### config.mk
export PLATFORM = sky130hd
export DESIGN_NAME = wsubu_widen_sub
export DESIGN_NICKNAME = d
export VERILOG_FILES = /design/src/rtl/wsubu_pkg.sv /design/src/rtl/wsubu_seq.sv /design/src/rtl/wsubu_lane.sv /design/src/rtl/wsubu_widen_sub.sv
export SDC_FILE = /design/constraint.sdc
export NUM_CORES = 1
export LEC_CHECK = 0
export ABC_CLOCK_PERIOD_IN_PS = 14800
export BUFFER_PORTS_ARGS = -buffer_cell sky130_fd_sc_hd__buf_4
export CAP_MARGIN = 20
export CORE_ASPECT_RATIO = 1.25
export CORE_UTILIZATION = 60
export CTS_CLUSTER_DIAMETER = 50
export DETAILED_ROUTE_END_ITERATION = 16
export GPL_TIMING_DRIVEN = 0
export PLACE_DENSITY = 0.94
export SYNTH_ARGS = -nofsm -noshare
export SYNTH_HDL_FRONTEND = slang
export SYNTH_SLANG_ARGS = --single-unit
### constraint.sdc
create_clock -name clk -period 14.8 [get_ports clk]
set_input_delay 1.48 -clock clk [delete_from_list [all_inputs] [get_ports clk]]
set_output_delay 1.48 -clock clk [all_outputs]
set_load 0.1 [all_outputs]
### src/rtl/wsubu_pkg.sv
package wsubu_pkg;
  localparam int unsigned MAX_SEW = 32;
  localparam int unsigned MAX_DW  = 2 * MAX_SEW;

  // element width code -> log2(SEW/8); code 3 behaves as 32 bits
  function automatic logic [1:0] sew_shift(input logic [1:0] code);
    case (code)
      2'd0:    return 2'd0;
      2'd1:    return 2'd1;
      default: return 2'd2;
    endcase
  endfunction

  function automatic logic [MAX_SEW-1:0] src_mask(input logic [1:0] code);
    case (code)
      2'd0:    return 32'h0000_00FF;
      2'd1:    return 32'h0000_FFFF;
      default: return 32'hFFFF_FFFF;
    endcase
  endfunction

  function automatic logic [MAX_DW-1:0] dst_mask(input logic [1:0] code);
    case (code)
      2'd0:    return 64'h0000_0000_0000_FFFF;
      2'd1:    return 64'h0000_0000_FFFF_FFFF;
      default: return {MAX_DW{1'b1}};
    endcase
  endfunction

  // zero-extend both operands, subtract at full width, keep 2*SEW bits
  function automatic logic [MAX_DW-1:0] widen_sub(input logic [MAX_SEW-1:0] minu,
                                                  input logic [MAX_SEW-1:0] subt,
                                                  input logic [1:0] code);
    logic [MAX_DW-1:0] wa, wb;
    wa = {{MAX_SEW{1'b0}}, minu & src_mask(code)};
    wb = {{MAX_SEW{1'b0}}, subt & src_mask(code)};
    return (wa - wb) & dst_mask(code);
  endfunction
endpackage

### src/rtl/wsubu_seq.sv
module wsubu_seq
  import wsubu_pkg::*;
#(
  parameter int unsigned SRC_W = 64,
  parameter int unsigned CNT_W = 4
) (
  input  logic             clk,
  input  logic             rst_n,
  input  logic             start,
  input  logic [1:0]       sew_in,
  input  logic [CNT_W-1:0] vl_in,
  input  logic [CNT_W-1:0] vstart_in,
  output logic             accept,
  output logic             empty_req,
  output logic             step,
  output logic             busy,
  output logic             done,
  output logic [CNT_W-1:0] idx,
  output logic [CNT_W-1:0] vl_eff
);
  localparam int unsigned MAX_ELEM = SRC_W / 8;

  logic             busy_r, done_r, last;
  logic [CNT_W-1:0] idx_r, last_r, vl_r, vlmax_live, vl_clamp;

  assign vlmax_live = CNT_W'(MAX_ELEM) >> sew_shift(sew_in);
  assign vl_clamp   = (vl_in > vlmax_live) ? vlmax_live : vl_in;
  assign accept     = start && !busy_r;
  assign empty_req  = (vl_clamp == '0) || (vstart_in >= vl_clamp);
  assign step       = busy_r;
  assign last       = busy_r && (idx_r == last_r);

  always_ff @(posedge clk) begin
    if (!rst_n) begin
      busy_r <= 1'b0;
      done_r <= 1'b0;
      idx_r  <= '0;
      last_r <= '0;
      vl_r   <= '0;
    end else begin
      done_r <= 1'b0;
      if (accept) begin
        vl_r   <= vl_clamp;
        last_r <= vlmax_live - CNT_W'(1);
        if (empty_req) begin
          done_r <= 1'b1;
          idx_r  <= '0;
        end else begin
          busy_r <= 1'b1;
          idx_r  <= vstart_in;
        end
      end else if (busy_r) begin
        if (last) begin
          busy_r <= 1'b0;
          done_r <= 1'b1;
          idx_r  <= '0;
        end else begin
          idx_r <= idx_r + CNT_W'(1);
        end
      end
    end
  end

  assign busy   = busy_r;
  assign done   = done_r;
  assign idx    = idx_r;
  assign vl_eff = vl_r;

  a_r7_done_pulse: assert property (@(posedge clk) disable iff (!rst_n)
    done |=> !done);
  a_r7_last_then_done: assert property (@(posedge clk) disable iff (!rst_n)
    last |=> (done && !busy));
  a_r8_empty_done: assert property (@(posedge clk) disable iff (!rst_n)
    (accept && empty_req) |=> (done && !busy));
  a_r9_resume_zero: assert property (@(posedge clk) disable iff (!rst_n)
    done |-> (idx == '0));
  a_r10_walk_continues: assert property (@(posedge clk) disable iff (!rst_n)
    (busy && !last) |=> (busy && idx == $past(idx) + CNT_W'(1)));
endmodule

### src/rtl/wsubu_lane.sv
module wsubu_lane
  import wsubu_pkg::*;
#(
  parameter int unsigned SRC_W = 64,
  parameter int unsigned CNT_W = 4
) (
  input  logic [1:0]         sew,
  input  logic [CNT_W-1:0]   idx,
  input  logic [CNT_W-1:0]   vl,
  input  logic               mask_en,
  input  logic [SRC_W/8-1:0] vmask,
  input  logic               tail_agn,
  input  logic               mask_agn,
  input  logic [SRC_W-1:0]   vs2,
  input  logic [SRC_W-1:0]   vs1,
  input  logic [2*SRC_W-1:0] vd_cur,
  output logic [2*SRC_W-1:0] vd_next,
  output logic               elem_active,
  output logic               elem_tail,
  output logic               elem_masked
);
  localparam int unsigned DST_W    = 2 * SRC_W;
  localparam int unsigned MAX_ELEM = SRC_W / 8;
  localparam int unsigned IDX_W    = (MAX_ELEM > 1) ? $clog2(MAX_ELEM) : 1;
  localparam int unsigned OFF_W    = $clog2(DST_W) + 1;

  logic [OFF_W-1:0]   src_off, dst_off;
  logic [SRC_W-1:0]   a_sh, b_sh;
  logic [MAX_DW-1:0]  dm, diff, val;
  logic [DST_W-1:0]   field_mask, placed;
  logic               mask_bit, write_en;

  // element i sits at i*SEW in a source group and at i*2*SEW in the destination
  assign src_off = OFF_W'(idx) << (OFF_W'(3) + OFF_W'(sew_shift(sew)));
  assign dst_off = OFF_W'(idx) << (OFF_W'(4) + OFF_W'(sew_shift(sew)));
  assign a_sh    = vs2 >> src_off;
  assign b_sh    = vs1 >> src_off;
  assign dm      = dst_mask(sew);
  assign diff    = widen_sub(a_sh[MAX_SEW-1:0], b_sh[MAX_SEW-1:0], sew);

  assign mask_bit    = vmask[idx[IDX_W-1:0]];
  assign elem_tail   = (idx >= vl);
  assign elem_masked = !elem_tail && mask_en && !mask_bit;
  assign elem_active = !elem_tail && !elem_masked;

  always_comb begin
    if (elem_active) begin
      val      = diff;
      write_en = 1'b1;
    end else begin
      val      = {MAX_DW{1'b1}};
      write_en = elem_tail ? tail_agn : mask_agn;
    end
  end

  assign field_mask = DST_W'(dm) << dst_off;
  assign placed     = DST_W'(val & dm) << dst_off;
  assign vd_next    = write_en ? ((vd_cur & ~field_mask) | placed) : vd_cur;
endmodule

### src/rtl/wsubu_widen_sub.sv
module wsubu_widen_sub
  import wsubu_pkg::*;
#(
  parameter int unsigned SRC_W = 64,   // multiple of 64
  parameter int unsigned CNT_W = $clog2(SRC_W / 8) + 1
) (
  input  logic               clk,
  input  logic               rst_n,
  input  logic               start,
  input  logic [1:0]         sew_sel,
  input  logic [CNT_W-1:0]   vl,
  input  logic [CNT_W-1:0]   vstart,
  input  logic               mask_en,
  input  logic [SRC_W/8-1:0] vmask,
  input  logic               tail_agn,
  input  logic               mask_agn,
  input  logic [SRC_W-1:0]   vs2,
  input  logic [SRC_W-1:0]   vs1,
  input  logic [2*SRC_W-1:0] vd_old,
  output logic               busy,
  output logic               done,
  output logic [2*SRC_W-1:0] vd_new,
  output logic [CNT_W-1:0]   resume_idx
);
  localparam int unsigned DST_W    = 2 * SRC_W;
  localparam int unsigned MAX_ELEM = SRC_W / 8;

  logic                accept, empty_req, step;
  logic [CNT_W-1:0]    idx, vl_eff, vstart_r;
  logic [1:0]          sew_r;
  logic                men_r, ta_r, ma_r;
  logic [MAX_ELEM-1:0] vmask_r;
  logic [SRC_W-1:0]    vs2_r, vs1_r;
  logic [DST_W-1:0]    vd_r, vd_next;
  logic                elem_active, elem_tail, elem_masked;

  wsubu_seq #(.SRC_W(SRC_W), .CNT_W(CNT_W)) u_seq (
    .clk(clk), .rst_n(rst_n), .start(start), .sew_in(sew_sel),
    .vl_in(vl), .vstart_in(vstart), .accept(accept), .empty_req(empty_req),
    .step(step), .busy(busy), .done(done), .idx(idx), .vl_eff(vl_eff)
  );

  wsubu_lane #(.SRC_W(SRC_W), .CNT_W(CNT_W)) u_lane (
    .sew(sew_r), .idx(idx), .vl(vl_eff), .mask_en(men_r), .vmask(vmask_r),
    .tail_agn(ta_r), .mask_agn(ma_r), .vs2(vs2_r), .vs1(vs1_r),
    .vd_cur(vd_r), .vd_next(vd_next), .elem_active(elem_active),
    .elem_tail(elem_tail), .elem_masked(elem_masked)
  );

  always_ff @(posedge clk) begin
    if (!rst_n) begin
      sew_r    <= '0;
      men_r    <= 1'b0;
      ta_r     <= 1'b0;
      ma_r     <= 1'b0;
      vmask_r  <= '0;
      vs2_r    <= '0;
      vs1_r    <= '0;
      vd_r     <= '0;
      vstart_r <= '0;
    end else if (accept) begin
      sew_r    <= sew_sel;
      men_r    <= mask_en;
      ta_r     <= tail_agn;
      ma_r     <= mask_agn;
      vmask_r  <= vmask;
      vs2_r    <= vs2;
      vs1_r    <= vs1;
      vd_r     <= vd_old;
      vstart_r <= vstart;
    end else if (step) begin
      vd_r <= vd_next;
    end
  end

  assign vd_new     = vd_r;
  assign resume_idx = idx;

  a_r3_no_low_write: assert property (@(posedge clk) disable iff (!rst_n)
    step |-> (idx >= vstart_r));
  a_r6_tail_undisturbed: assert property (@(posedge clk) disable iff (!rst_n)
    (step && elem_tail && !ta_r) |=> (vd_r == $past(vd_r)));
  a_r4_mask_undisturbed: assert property (@(posedge clk) disable iff (!rst_n)
    (step && elem_masked && !ma_r) |=> (vd_r == $past(vd_r)));
  a_r7_hold_idle: assert property (@(posedge clk) disable iff (!rst_n)
    (!busy && !accept) |=> (vd_r == $past(vd_r)));
  a_r8_capture_old: assert property (@(posedge clk) disable iff (!rst_n)
    accept |=> (vd_new == $past(vd_old)));
  a_r5_active_not_masked: assert property (@(posedge clk) disable iff (!rst_n)
    (step && !men_r) |-> !elem_masked);
endmodule

==> metrics.md, run 1 <==
| Metric | Value |
|---|---|
| Cts hold-fix bufs | `0` |
| CTS Buf Count | `29` |
| Compound-Gate Fraction of Synth Area | `about a third` |
| Syn Nets | `2823` |
| Total congestion overflow | `70` |
| Post-Syn Area per Cell | `7.15 um^2` |
| Netlist cell types | `between 70 and 80` |
| H-tree depth | `1` |
| Fail Step | `5_1_grt` |
| Row cnt | `70` |
| GPL Wtd Cong | `1.45` |
| Largest net degree at the start of global routing | `15` |
| Seq/Total Area, Yosys | `31.6%` |
| Post-synth top area share | `between 30% and 40%` |
| Setup Fix Bufs, Post-CTS | `0` |
| Ports | `414` |
| IO Port Bufs | `between 400 and 500` |
| Most common cell in the synthesized netlist | `nand2_1` |
| Synth async-reset ratio | `0%` |
| Root Driver | `clkbuf_16` |
| Adder-cell share of the synthesized area | `3.26%` |
| EDFF count, synth | `0` |
| Leading area contributor after synthesis | `dfxtp_1` |
| Post-Synth Simple-Gate Area | `~24%` |
| Post-cts resize count | `0` |
| Largest family of logic cells by synthesized area | `compound AO/OA/AOI/OAI gates` |
| Post-Synthesis Cells | `2497` |
| Buffer depth of the longest clock path | `3` |
| Die height | `195 um` |
| Stop err | `[ERROR GRT-0116] Global routing finished with congestion. Check the congestion regions in the DRC Viewer.` |
| Synth Register Bits | `282` |
| Post-synth top flop | `dfxtp_1` |
| Initial Util | `61.0%` |
| Status | `aborted with a tool error` |
| Mux cell area share after synthesis | `1.66%` |
| Sink Count | `282` |
| Synth area leaders | `dfxtp_1, nand2_1, a21boi_0` |
| Vias in the first global route | `24500` |
| Synth Area in XOR/XNOR | `approximately 1.1%` |
| Die width | `156 um` |
| Total GRT Usage | `64.9%` |
| Synth Warn # | `0` |
| First-pass GRT wire length | `149000 um` |
| Detailed placement HPWL | `64900 um` |
| Post-Syn Area | `0.0179 mm^2` |
| Leading cell types by count after synthesis | `nand2_1, dfxtp_1, a21oi_1` |
[stage by stage]
step	std cells	hold slack [ps]	worst slack (ps)	instance area, um^2
after detailed placement	3305	457	7950	21400
after global placement	3305	447	7990	21400
after CTS	3356	466	7910	22500
after floorplan	2497	439	9410	17900
[per-layer routing]
layer	global-route usage, %	GRT overflow
met1	65.1	3
met2	83.0	34
met3	47.7	0
met4	62.1	33
met5	21.8	0
[cells by family after synthesis]
| group | after synthesis |
|---|---|
| XOR/XNOR | 23 |
| buffers and inverters | 241 |
| AND/OR/NAND/NOR | 1010 |
| multiplexers | 27 |
| flip-flops | 282 |
| other | 1 |
| AO/OA/AOI/OAI | 867 |
| adder cells (fa/ha/maj) | 46 |
==> run 2, diff against run 1 <==
--- a/config.mk
+++ b/config.mk
@@ -8,12 +8,10 @@
 export ABC_CLOCK_PERIOD_IN_PS = 14800
 export BUFFER_PORTS_ARGS = -buffer_cell sky130_fd_sc_hd__buf_4
 export CAP_MARGIN = 20
-export CORE_ASPECT_RATIO = 1.25
-export CORE_UTILIZATION = 60
-export CTS_CLUSTER_DIAMETER = 50
+export CORE_UTILIZATION = 40
 export DETAILED_ROUTE_END_ITERATION = 16
 export GPL_TIMING_DRIVEN = 0
-export PLACE_DENSITY = 0.94
+export PLACE_DENSITY_LB_ADDON = 0.15
 export SYNTH_ARGS = -nofsm -noshare
 export SYNTH_HDL_FRONTEND = slang
 export SYNTH_SLANG_ARGS = --single-unit
==> metrics.md, run 2 <==
| Metric | Value |
|---|---|
| Status | `complete, no violations` |
| Max reg flops | `approximately 130` |
| Post-cts resize count | `0` |
| Root Driver | `clkbuf_16` |
| Synth Register Bits | `282` |
| Reg power frac | `27.6%` |
| Sw Share | `47.6%` |
| Worst slew margin | `21.6%` |
| Post-synth top flop | `dfxtp_1` |
| Slew @ Worst Pin | `1180 ps` |
| Clock transition at the registers of the reported paths | `60 ps` |
| Placed cell area | `0.0217 mm^2` |
| ANT nets after route | `0` |
| CP Capture Type | `flip-flop` |
| RSZ-0062 raised after global routing | `false` |
| Post-Syn Area | `approximately 0.018 mm^2` |
| Ports | `414` |
| Vias per Instance | `6.17` |
| Die area | `0.0455 mm^2` |
| Tot Pwr | `about 3.3 mW` |
| Initial DRT Pass Iterations | `9` |
| Total congestion overflow | `0` |
| Final Hold Vio Count | `0` |
| Largest net degree at the start of global routing | `17` |
| Leading area contributor after synthesis | `dfxtp_1` |
| DRC viols | `0` |
| Placed insts | `3501` |
| Commonest non-fill, non-tap cell in the layout | `nand2_1` |
| Maximum VDD drop | `between 90 and 100 uV` |
| Synth async-reset ratio | `0%` |
| Synth Warn # | `0` |
| H-tree depth | `1` |
| Antenna violations before repair | `1` |
| GPL Wtd Cong | `1.04` |
| Initial Util | `40.5%` |
| Syn Nets | `approximately 2800` |
| Die width | `roughly 210 um` |
| Critical Path RT | `15320 ps` |
| Layout cells sized above 1 | `between 15 and 20%` |
| Setup Crit Path Kind | `flip-flop to flip-flop` |
| Core region area | `0.0441 mm^2` |
| Startpoint types | `flip-flop` |
| Post-Synthesis Cells | `2497` |
| DRT iter0 DRCs | `2736` |
| Netlist cell types | `79` |
| IO Port Bufs | `412` |
| Final setup TNS | `0 ps` |
| Leak pwr | `9.41 nW` |
| Post-synth top area share | `31.6%` |
| Detailed placement HPWL | `77100 um` |
| Clock Latency Late Sink | `~600 ps` |
| Post-Syn Area per Cell | `~7.2 um^2` |
| CTS Buf Count | `31` |
| Total GRT Usage | `40.8%` |
| Most frequent cells in the layout | `nand2_1, buf_4, dfxtp_1, a21oi_1, clkbuf_1` |
| DR vias | `between 20000 and 25000` |
| Setup violations, final | `0` |
| P_int | `1.74 mW` |
| Final period utilization | `54.0%` |
| Nets@finish | `3269` |
| PwrDens | `146 mW/mm^2` |
| Seq/Total Area, Yosys | `31.6%` |
| Sink Count | `282` |
| Setup Fix Bufs, Post-CTS | `0` |
| Finished layout cell area | `between 0.02 and 0.025 mm^2` |
| Hold Crit Class | `flip-flop to flip-flop` |
| Row cnt | `77` |
| WP data arrival | `8510 ps` |
| Cts hold-fix bufs | `0` |
| Drt total wl | `96000 um` |
| First-pass GRT wire length | `between 100000 and 150000 um` |
| TritonCTS clock tree | `yes` |
| Post-DR wirelength/cell | `~27 um` |
| Max FO, Critical Path | `10` |
| Non-filler cells, final | `~3600` |
| Achievable Freq | `0.125 GHz` |
| P_sw | `1.58 mW` |
| Clk network pwr share | `24.5%` |
| Most common cell in the synthesized netlist | `nand2_1` |
| Combinational share of power | `47.9%` |
| Area Growth Syn to Fin | `27.5%` |
| Shortest period the worst path allows | `approximately 8000 ps` |
| Die height | `213 um` |
| Max Cap Viol | `0` |
| Fill cells | `4484` |
| Final core utilization | `51.6%` |
| EDFF count, synth | `0` |
| Synth area leaders | `dfxtp_1, nand2_1, a21boi_0` |
| Fin. max-slew vios | `0` |
| Clock skew | `19.9 ps` |
| Buffer depth of the longest clock path | `3` |
| Vias in the first global route | `around 21000` |
| Leading cell types by count after synthesis | `nand2_1, dfxtp_1, a21oi_1` |
## run 2: critical path, stage by stage (launching register included)
cell	delay [ps]
dfxtp_1	500
buf_1	430
mux2i_1	160
nor2_1	150
clkbuf_1	630
clkbuf_1	840
buf_1	870
a211oi_1	160
o21ai_0	770
ha_1	360
nor2b_1	140
o31a_1	340
o21a_1	220
o21a_1	160
o21ai_0	900
a21oi_1	190
a21oi_1	650
nor2_1	180
o31ai_1	240
## run 2: logic make-up (layout without fill, tap and decap cells)
family          after synthesis  after routing  share of synthesized area (%)
mux                          27             27                           1.66
xor+xnor                     23             23                           1.13
flops                       282            282                           31.6
fa+ha+maj                    46             46                           3.26
buf+inv                     241            711                           5.25
other cells                   1              2                         0.0210
simple gates               1010           1010                           24.2
compound gates              867            867                           32.8
## run 2: layer usage
layer,vias up,global-route usage (%),wire (um)
li1,9857,-,-
met1,10300,51.1,37300
met3,351,6.44,8980
met4,2,23.5,6530
met2,1441,66.3,43200
met5,-,0,12
## run 2: worst paths after layout
kind,startpoint,depth (start not counted),slack [ps],end
worst max-delay path,u_seq.idx[1],18,6810,vd_new[117]
worst min-delay path,vmask_r[7],2,460,vmask_r[7]
worst min register to register,vmask_r[7],2,460,vmask_r[7]
worst max register to register,u_seq.idx[1],18,6810,vd_new[117]
## run 2: layout make-up
type	count	area [um^2]	share of cell area, %
Antenna cell	1	2.50	0.0110
Timing Repair Buffer	413	3110	13.7
Buffer	223	870	3.82
Sequential cell	282	5650	24.8
Clock buffer	45	898	3.95
Clock inverter	12	159	0.698
Multi-Input combinational cell	1974	11300	49.5
Tap cell	592	741	3.25
Inverter	18	67.6	0.297
## run 2: power by group through the flow
stage          combinational (mW)  clock (mW)  sequential (mW)
2_1_floorplan               0.680           0             1.24
3_3_place_gp                 1.52           0            0.926
3_5_place_dp                 1.53           0            0.928
4_1_cts                      1.54       0.814            0.912
5_1_grt                      1.65       0.846            0.920
6_report                     1.59       0.812            0.916
## run 2: through the flow
step / setup WS [ps] / hold slack (ps)
after floorplan: 9410 / 439
after global placement: 7430 / 451
after detailed placement: 7320 / 456
after CTS: 7290 / 465
after global routing: 6990 / 478
final: 6810 / 464
(Power assumes the default switching activity.)
==> run 3, diff against run 2 <==
--- a/config.mk
+++ b/config.mk
@@ -5,7 +5,7 @@
 export SDC_FILE = /design/constraint.sdc
 export NUM_CORES = 1
 export LEC_CHECK = 0
-export ABC_CLOCK_PERIOD_IN_PS = 14800
+export ABC_CLOCK_PERIOD_IN_PS = 7350
 export BUFFER_PORTS_ARGS = -buffer_cell sky130_fd_sc_hd__buf_4
 export CAP_MARGIN = 20
 export CORE_UTILIZATION = 40
==> constraint.sdc (replaced) <==
create_clock -name clk -period 7.35 [get_ports clk]
set_input_delay 0.735 -clock clk [delete_from_list [all_inputs] [get_ports clk]]
set_output_delay 0.735 -clock clk [all_outputs]
set_load 0.1 [all_outputs]
==> metrics.md, run 3 (synthesized netlist as in run 2, its figures left out) <==
| Metric | Value |
|---|---|
| Final Hold Vio Count | `0` |
| Area Growth Syn to Fin | `27.5%` |
| Commonest non-fill, non-tap cell in the layout | `nand2_1` |
| Clock skew | `23.0 ps` |
| Root Driver | `clkbuf_16` |
| Max Cap Viol | `0` |
| Non-filler cells, final | `approximately 3600` |
| R2r startpoint | `u_seq.idx[1]` |
| Hold Path Origin | `vstart[2]` |
| FF/Latch Area | `0.00565 mm^2` |
| Final worst setup slack | `129 ps` |
| Clock Latency Late Sink | `610 ps` |
| Most frequent cells in the layout | `nand2_1, buf_4, dfxtp_1, a21oi_1, clkbuf_1` |
| Die width | `213 um` |
| Layout cells sized above 1 | `17.2%` |
| DRT iter0 DRCs | `2788` |
| GPL Wtd Cong | `1.04` |
| WP data arrival | `7740 ps` |
| Post-DR wirelength/cell | `27.0 um` |
| Total GRT Usage | `40.8%` |
| Final period utilization | `98.2%` |
| Multi-input logic area | `0.0113 mm^2` |
| CP bufs+invs | `4` |
| H-tree depth | `1` |
| Leak pwr | `roughly 9.4 nW` |
| Worst Hold Endpoint | `u_seq.idx[2]` |
| Slowest stage cell on the critical path | `o21ai_0` |
| Die height | `213 um` |
| CP delay by family, top | `compound AO/OA/AOI/OAI gates` |
| Crit-path max cell delay | `720 ps` |
| Ports | `414` |
| Shortest period the worst path allows | `7220 ps` |
| CP cell instances | `buf_1 -> mux2i_1 -> nor2_1 -> clkbuf_1 -> clkbuf_2 -> clkbuf_1 -> a211oi_1 -> o21ai_0 -> ha_1 -> o21a_1 -> o31a_1 -> o31ai_1 -> a21oi_1 -> a21oi_1 -> xor2_1 -> a21oi_1 -> nor2_1 -> o31ai_1` |
| Drt total wl | `96000 um` |
| Buffer depth of the longest clock path | `3` |
| Vias per Instance | `6.19` |
| DRC viols | `0` |
| Initial DRT Pass Iterations | `8` |
| DR vias | `22000` |
| CP Capture Type | `flip-flop` |
| Tot Pwr | `6.68 mW` |
| Fill cells | `~4500` |
| Maximum VDD drop | `198 uV` |
| Vias in the first global route | `20600` |
| Setup violations, final | `0` |
| RSZ-0062 raised after global routing | `false` |
| Achievable Freq | `0.138 GHz` |
| CTS Buf Count | `31` |
| Inserted Diodes | `0` |
| Cts hold-fix bufs | `0` |
| Startpoint types | `flip-flop` |
| Reg2reg setup slack | `130 ps` |
| Critical Path RT | `7870 ps` |
| IO Port Bufs | `412` |
| Fin. max-slew vios | `0` |
| R2R depth | `18` |
| Detailed placement HPWL | `about 77000 um` |
| Sink Count | `approximately 280` |
| Antenna violations before repair | `1` |
| Clock transition at the registers of the reported paths | `60 ps` |
| Max reg flops | `128` |
| TritonCTS clock tree | `yes` |
| Worst slew margin | `between 20% and 30%` |
| PwrDens | `around 290 mW/mm^2` |
| Placed insts | `3501` |
| Pre-CTS WS | `-125 ps` |
| Status | `complete, no violations` |
| Setup Crit Path Kind | `flip-flop to flip-flop` |
| Max FO, Critical Path | `10` |
| Row cnt | `77` |
| Die area | `0.0455 mm^2` |
| First-pass GRT wire length | `136000 um` |
| Largest net degree at the start of global routing | `17` |
| Nets@finish | `3269` |
| Worst R2R End | `vd_new[117]` |
| Hold path depth | `2` |
| Initial Util | `40.5%` |
| CP dominant cell by count | `a21oi_1` |
| Core region area | `0.0441 mm^2` |
| ANT nets after route | `0` |
| Slew @ Worst Pin | `1160 ps` |
| Hold Crit Class | `input pin to flip-flop` |
| Total congestion overflow | `0` |
-- run 3: changes by cell type in the layout (fill, tap and decap cells not counted), sizes merged --
cell / delta
clkbuf: +1
buf: -1
diode: -1
-- run 3: how the worst max path moves through the flow --
stage / startpoint / endpoint / slack, ps / cells past startpoint
after floorplan: u_seq.idx[1] / vd_new[50] / 1960 / 23
after global placement: u_seq.idx[1] / vd_new[117] / -20 / 18
after detailed placement: u_seq.idx[1] / vd_new[117] / -130 / 18
after CTS: u_seq.idx[1] / vd_new[93] / 140 / 18
after global routing: u_seq.idx[1] / vd_new[93] / 50 / 18
final: u_seq.idx[1] / vd_new[117] / 130 / 18
-- run 3: metal layers --
metal | track usage (%) | routed length (um) | vias up | part of all wire (%)
li1 | - | - | 9844 | -
met1 | 51.1 | 37400 | 10300 | 39
met2 | 66.5 | 43000 | 1473 | 45
met3 | 6.44 | 8820 | 356 | 9.2
met4 | 23.4 | 6730 | 2 | 7.0
met5 | 0 | 12 | - | 0.012
-- run 3: through the flow --
step                      area [um^2]  utilization [%]  hold WS (ps)  setup TNS [ps]
after floorplan                 17900                -           439               0
after global placement          21700             49.2           451           -23.2
after detailed placement        21700             49.2           456            -223
after CTS                       22800             51.6           353               0
after global routing            22800             51.6           366               0
final                           22800             51.6           352               0
-- run 3: report_power, final --
part | internal [mW] | switching [mW]
Clock | 0.954 | 0.683
Sequential | 1.69 | 0.159
Combinational | 0.857 | 2.34
Total | 3.50 | 3.18
-- run 3: timing repair --
item,CTS,global route
hold endpoints to repair,0,0
setup endpoints to repair,5,19
cloned,0,0
resized for setup,3,7
pin swaps,0,0
buffers inserted,0,0
-- run 3: area by class of cell --
| cell class | instances | share of cell area [%] |
|---|---|---|
| Buffer | 223 | 3.84 |
| Clock buffer | 45 | 3.95 |
| Multi-Input combinational cell | 1974 | 49.5 |
| Tap cell | 592 | 3.25 |
| Inverter | 18 | 0.297 |
| Sequential cell | 282 | 24.8 |
| Clock inverter | 12 | 0.698 |
| Timing Repair Buffer | 413 | 13.6 |
-- run 3: worst reg2reg max path, stage by stage, from the launching register on --
cell      delay (ps)
dfxtp_1          500
buf_1            420
mux2i_1          160
nor2_1           150
clkbuf_1         630
clkbuf_2         540
clkbuf_1         710
a211oi_1         220
o21ai_0          720
ha_1             410
o21a_1           200
o31a_1           180
o31ai_1          430
a21oi_1          180
a21oi_1          450
xor2_1           160
a21oi_1          650
nor2_1           190
o31ai_1          240
